## src/rtl/ramload_pkg.sv

```systemverilog
package ramload_pkg;
   typedef enum logic [1:0] {
      ST_IDLE = 2'd0,
      ST_ADDR = 2'd1,
      ST_DATA = 2'd2
   } seq_state_t;

   typedef enum logic [2:0] {
      CMD_NONE     = 3'd0,
      CMD_PNP_OFF  = 3'd1,
      CMD_KEYA_OFF = 3'd2,
      CMD_KEYB_OFF = 3'd3,
      CMD_CFG_UPD  = 3'd4,
      CMD_DOWNLOAD = 3'd5
   } cmd_kind_t;

   localparam logic [7:0] CODE_PNP_OFF  = 8'h55;
   localparam logic [7:0] CODE_KEYA_OFF = 8'h56;
   localparam logic [7:0] CODE_KEYB_OFF = 8'h53;
   localparam logic [7:0] CODE_CFG_UPD  = 8'h5A;
   localparam logic [7:0] CODE_DOWNLOAD = 8'hAA;
endpackage

```

## src/rtl/ramload_cmd_decode.sv

```systemverilog
module ramload_cmd_decode
   import ramload_pkg::*;
(
   input  logic [7:0] cmd_byte,
   output cmd_kind_t  cmd_kind
);
   always_comb begin
      unique case (cmd_byte)
         CODE_PNP_OFF:  cmd_kind = CMD_PNP_OFF;
         CODE_KEYA_OFF: cmd_kind = CMD_KEYA_OFF;
         CODE_KEYB_OFF: cmd_kind = CMD_KEYB_OFF;
         CODE_CFG_UPD:  cmd_kind = CMD_CFG_UPD;
         CODE_DOWNLOAD: cmd_kind = CMD_DOWNLOAD;
         default:       cmd_kind = CMD_NONE;
      endcase
   end
endmodule

```

## src/rtl/ramload_addr_ptr.sv

```systemverilog
module ramload_addr_ptr #(
   parameter int ADDR_W = 16,
   localparam int LANES = ADDR_W / 8,
   localparam int IDX_W = (LANES > 1) ? $clog2(LANES) : 1
) (
   input  logic              clk,
   input  logic              rst_n,
   input  logic              load_en,
   input  logic [IDX_W-1:0]  load_idx,
   input  logic [7:0]        load_byte,
   input  logic              inc_en,
   output logic [ADDR_W-1:0] ptr
);
   logic [ADDR_W-1:0] ptr_inc;
   logic [ADDR_W-1:0] ptr_nxt;

   assign ptr_inc = inc_en ? ptr + 1'b1 : ptr;

   for (genvar g = 0; g < LANES; g++) begin : g_lane
      assign ptr_nxt[g*8 +: 8] = (load_en && load_idx == IDX_W'(g)) ?
                                 load_byte : ptr_inc[g*8 +: 8];
   end

   always_ff @(posedge clk) begin
      if (!rst_n) ptr <= '0;
      else        ptr <= ptr_nxt;
   end


   load_no_inc_chk: assert property (@(posedge clk) disable iff (!rst_n)
      !(load_en && inc_en));
endmodule

```

## src/rtl/ramload_seq.sv

```systemverilog
module ramload_seq
   import ramload_pkg::*;
#(
   parameter int ADDR_W   = 16,
   parameter int OFS_W    = 3,
   parameter int CMD_OFS  = 5,
   parameter int STOP_OFS = 6
) (
   input  logic              clk,
   input  logic              rst_n,
   input  logic              wr_en,
   input  logic [OFS_W-1:0]  wr_offset,
   input  logic [7:0]        wr_data,
   output logic              ram_we,
   output logic [ADDR_W-1:0] ram_addr,
   output logic [7:0]        ram_wdata,
   output logic              pnp_key_off_stb,
   output logic              key_a_off_stb,
   output logic              key_b_off_stb,
   output logic              cfg_update_stb
);
   localparam int LANES = ADDR_W / 8;
   localparam int IDX_W = (LANES > 1) ? $clog2(LANES) : 1;

   if (ADDR_W % 8 != 0 || ADDR_W < 8) begin : g_bad_addr_w
      $error("ADDR_W must be a nonzero multiple of 8");
   end
   if (CMD_OFS == STOP_OFS) begin : g_bad_ofs
      $error("command and stop ports must differ");
   end
   if (CMD_OFS >= (1 << OFS_W) || STOP_OFS >= (1 << OFS_W)) begin : g_bad_ofs_w
      $error("port offset does not fit OFS_W");
   end

   seq_state_t        state;
   cmd_kind_t         cmd_kind;
   logic [IDX_W-1:0]  byte_idx;
   logic [ADDR_W-1:0] ptr;
   logic              cmd_wr, stop_wr, stop_nz_wr;
   logic              load_en, inc_en;

   assign cmd_wr     = wr_en && (wr_offset == OFS_W'(CMD_OFS));
   assign stop_wr    = wr_en && (wr_offset == OFS_W'(STOP_OFS)) && (wr_data == 8'h00);
   assign stop_nz_wr = wr_en && (wr_offset == OFS_W'(STOP_OFS)) && (wr_data != 8'h00);
   assign load_en    = cmd_wr && (state == ST_ADDR);
   assign inc_en     = cmd_wr && (state == ST_DATA);

   ramload_cmd_decode u_decode (
      .cmd_byte (wr_data),
      .cmd_kind (cmd_kind)
   );

   ramload_addr_ptr #(.ADDR_W(ADDR_W)) u_ptr (
      .clk       (clk),
      .rst_n     (rst_n),
      .load_en   (load_en),
      .load_idx  (byte_idx),
      .load_byte (wr_data),
      .inc_en    (inc_en),
      .ptr       (ptr)
   );

   always_ff @(posedge clk) begin
      if (!rst_n) begin
         state    <= ST_IDLE;
         byte_idx <= '0;
      end else begin
         unique case (state)
            ST_IDLE: if (cmd_wr && cmd_kind == CMD_DOWNLOAD) begin
               state    <= ST_ADDR;
               byte_idx <= '0;
            end
            ST_ADDR: if (stop_wr) begin
               state <= ST_IDLE;
            end else if (cmd_wr) begin
               if (byte_idx == IDX_W'(LANES - 1)) state <= ST_DATA;
               else                               byte_idx <= byte_idx + 1'b1;
            end
            ST_DATA: if (stop_wr) state <= ST_IDLE;
            default: state <= ST_IDLE;
         endcase
      end
   end

   always_ff @(posedge clk) begin
      if (!rst_n) begin
         ram_we          <= 1'b0;
         ram_addr        <= '0;
         ram_wdata       <= '0;
         pnp_key_off_stb <= 1'b0;
         key_a_off_stb   <= 1'b0;
         key_b_off_stb   <= 1'b0;
         cfg_update_stb  <= 1'b0;
      end else begin
         ram_we <= inc_en;
         if (inc_en) begin
            ram_addr  <= ptr;
            ram_wdata <= wr_data;
         end
         pnp_key_off_stb <= cmd_wr && state == ST_IDLE && cmd_kind == CMD_PNP_OFF;
         key_a_off_stb   <= cmd_wr && state == ST_IDLE && cmd_kind == CMD_KEYA_OFF;
         key_b_off_stb   <= cmd_wr && state == ST_IDLE && cmd_kind == CMD_KEYB_OFF;
         cfg_update_stb  <= cmd_wr && state == ST_IDLE && cmd_kind == CMD_CFG_UPD;
      end
   end


   one_output_chk: assert property (@(posedge clk) disable iff (!rst_n)
      $onehot0({ram_we, pnp_key_off_stb, key_a_off_stb, key_b_off_stb, cfg_update_stb}));


   stb_from_idle_chk: assert property (@(posedge clk) disable iff (!rst_n)
      (pnp_key_off_stb || key_a_off_stb || key_b_off_stb || cfg_update_stb)
      |-> ($past(state) == ST_IDLE && $past(cmd_wr)));


   addr_advance_chk: assert property (@(posedge clk) disable iff (!rst_n)
      ram_we |-> (ptr == ram_addr + 1'b1));


   we_from_data_chk: assert property (@(posedge clk) disable iff (!rst_n)
      ram_we |-> ($past(state) == ST_DATA && $past(cmd_wr)));


   stop_to_idle_chk: assert property (@(posedge clk) disable iff (!rst_n)
      stop_wr |=> (state == ST_IDLE));


   stop_nz_keep_chk: assert property (@(posedge clk) disable iff (!rst_n)
      stop_nz_wr |=> (state == $past(state) && ptr == $past(ptr)));
endmodule

```

## config.mk

```make
export PLATFORM = sky130hd
export DESIGN_NAME = ramload_seq
export DESIGN_NICKNAME = d
export VERILOG_FILES = /design/src/rtl/ramload_pkg.sv /design/src/rtl/ramload_cmd_decode.sv /design/src/rtl/ramload_addr_ptr.sv /design/src/rtl/ramload_seq.sv
export SDC_FILE = /design/constraint.sdc
export NUM_CORES = 1
export LEC_CHECK = 0
export BUFFER_PORTS_ARGS = -buffer_cell sky130_fd_sc_hd__buf_2
export CORE_MARGIN = 2
export CORE_UTILIZATION = 40
export DETAILED_ROUTE_END_ITERATION = 8
export GPL_ROUTABILITY_DRIVEN = 0
export HOLD_SLACK_MARGIN = 0.08
export PLACE_DENSITY = 0.7
export SKIP_LAST_GASP = 1
export SYNTH_ARGS = -nofsm -noshare
export SYNTH_HDL_FRONTEND = slang
export SYNTH_SLANG_ARGS = --single-unit
```

## constraint.sdc

```tcl
create_clock -name clk -period 3.9 [get_ports clk]
set_clock_uncertainty 0.2 [all_clocks]
set_input_delay 0.78 -clock clk [delete_from_list [all_inputs] [get_ports clk]]
set_output_delay 0.78 -clock clk [all_outputs]
set_load 0.05 [all_outputs]
```

==> metrics <==
status=finished clean; multiplexer share of the synthesized area=0%; Worst VDD drop=between 100 and 150 uV; simple-gate share of the synthesized area=29.6%; initial antenna violation count=0; compound-cell area share of the yosys netlist=between 20 and 25%; H-tree depth=2; Post-CTS Resized=0; max cap viols=0; crit path max fanout=18; CP endpoint kind=register; Initial Util=between 40 and 50%; Total Neg Setup Slack=0 ns; commonest cells after routing, fill and taps aside=63 x nand2_1, 48 x dfxtp_1, 42 x buf_2, 34 x a21oi_1, 10 x nor2_1; Nets=between 300 and 400; Antenna Diode Count=0; Worst Path Buf+Inv=1; Post-Syn Instances=282; Layout area overhead=15.1%; clk sinks=48; Post-synth ARST share=0%; adder-cell share of the synthesized area=less than 1%; Post-CTS Hold Buffers=0; HPWL after DPL=3850 um; fmax=about 380 MHz; first-pass GRT wire length=~9300 um; max_slew headroom=about three fifths; main combinational cell family by area after synthesis=simple AND/OR/NAND/NOR gates; final worst-path cycle share=67.5%; WS Path Type=in2reg; Leakage=~0.94 nW; hold endpoint=ram_addr[3]; RR Startpoint=state[1]; register area share after synthesis=a little over two fifths; Rows=27; total number of vias=around 2200; # DRC=0; clk root buf=clkbuf_8; final critical-path required period=2.63 ns; critical path data required time=between 3 and 4 ns; wire per inst=roughly 14 um; final hold slack=about 0.25 ns; vias per inst=~5.7; worst min-delay path class=reg2reg; R2R cell count=4; CTS tree=built; Hold Path Depth=2; Synthesized Nets=297; Overall Global Routing Usage=between 10% and 20%; core box area=roughly 0.0055 mm^2; RR Endpoint=u_ptr.ptr[9]; wirelength, routed=5550 um; min-delay src=ram_addr[3]; FF+latch count, synth=between 40 and 50; setup bufs post-CTS=0; synth unique cells=between 50 and 60; Boundary Pins=43; Setup Viol. Count Final=0; GR Overflow Total=0; Least-Margin Pin Slew=0.624 ns; layout cells sized above 1=18.9%; full die area=~0.0063 mm^2; CP startpoint=wr_offset[1]; Post-Syn Area=approximately 0.0023 mm^2; Antenna Nets Post-Route=0; Slew Limit Fails=0; kind of cell adding the most delay to the critical path=simple AND/OR/NAND/NOR gates; commonest non-fill, non-tap cell in the layout=nand2_1; yosys warns=0; Avg Inst Size Synth=8.06 um^2; die span in x=79.4 um; Reg clk slew, reported paths=0.09 ns; RSZ-0062 raised after global routing=false; DRT Pass-1 Iters=5; Critical-path top delay cell=or4_1; CP max stage delay=around 0.63 ns; Critical Path AT=between 2 and 3 ns; clk buf depth=2; largest net degree at the start of global routing=29; Post-synth EDFFs=0; top_reg_cell synth=dfxtp_1; die height=just under 80 um; port bufs=42; vias in the first global route=~2000; slack of the worst reg-to-reg path=approximately 1.4 ns; worst-skew pair later-pin latency=~0.3 ns; Hold Fails Final Rpt=0; DR iter-0 viols=124; total CTS buffers=5; xor and xnor area share after synthesis=2.31%; CP cell instances=buf_2 > and4b_1 > nand2_1 > or4_1 > a31oi_1; P per Cell Area=between 300 and 400 mW/mm^2; Startpoint Class=input port
==> layout make-up <==
class / count / area [um^2]
Fill cell: 547 / 2890
Tap cell: 72 / 90.1
Multi-Input combinational cell: 212 / 1210
Sequential cell: 48 / 961
Clock buffer: 6 / 72.6
Inverter: 5 / 18.8
Timing Repair Buffer: 45 / 233
Clock inverter: 2 / 35.0
==> per-layer routing <==
metal	GRT usage (%)	routed length (um)
met1	24.7	2620
met4	6.55	104
met5	0	0
met2	29.5	2520
met3	4.19	303
==> through the flow <==
stage | setup WS (ns) | utilization, % | power (mW) | area [um^2] | cells
5_1_grt | 1.08 | 47.5 | 0.922 | 2620 | 390
6_report | 1.27 | 47.5 | 0.887 | 2620 | 390
4_1_cts | 1.30 | 47.5 | 0.898 | 2620 | 390
3_3_place_gp | 1.04 | 45.6 | 0.549 | 2510 | 382
2_1_floorplan | 1.71 | - | 0.529 | 2270 | 282
3_5_place_dp | 0.975 | 45.6 | 0.550 | 2510 | 382
==> worst max path at each step <==
stage                               end  slack (ns)  depth (start not counted)
after floorplan                byte_idx        1.71                          5
after global placement    u_ptr.ptr[15]        1.04                          5
after detailed placement   u_ptr.ptr[9]        0.98                          5
after CTS                  u_ptr.ptr[9]        1.30                          5
after global routing      u_ptr.ptr[15]        1.08                          5
final                      u_ptr.ptr[9]        1.27                          5
==> state kept, by name, summed over array words and instances (netlist names) <==
signal / flops
ram_addr: 16
u_ptr.ptr: 16
ram_wdata: 8
state: 2
byte_idx: 1
cfg_update_stb: 1
key_a_off_stb: 1
key_b_off_stb: 1
pnp_key_off_stb: 1
ram_we: 1
==> logic make-up after synthesis <==
logic type	after synthesis
fa+ha+maj	1
simple gates	129
flops	48
xor+xnor	6
buf+inv	22
compound gates	76
==> synthesized netlist by cell type (3+ instances only) <==
library cell	instances	area share, %
nand2_1	63	10
nand4_1	6	1.7
nor2_1	10	1.7
a41oi_1	4	1.5
a31oi_1	6	1.7
o22ai_1	3	0.83
clkbuf_1	12	2.0
xnor2_1	3	1.2
o211ai_1	3	0.99
dfxtp_1	48	42
nand3_1	6	1.3
a21oi_1	34	7.5
xor2_1	3	1.2
and3_1	3	0.83
nor2b_1	4	1.1
o21ai_0	9	2.0
nor3_1	3	0.66
inv_1	5	0.83
nand4b_1	3	1.2
nor4_1	6	1.7
==> tightest hold or removal path: stages, from the launching register on <==
cell and delay (ns):
dfxtp_1 0.31, nand2_1 0.05, a21oi_1 0.05
==> power by group <==
part           switching (mW)  leakage (nW)  total [mW]  internal [mW]
sequential            0.00233         0.387       0.494          0.491
combinational          0.0288         0.496      0.0446         0.0158
clock                   0.159        0.0552       0.349          0.190
No activity file was read; power rests on OpenSTA's default activity.
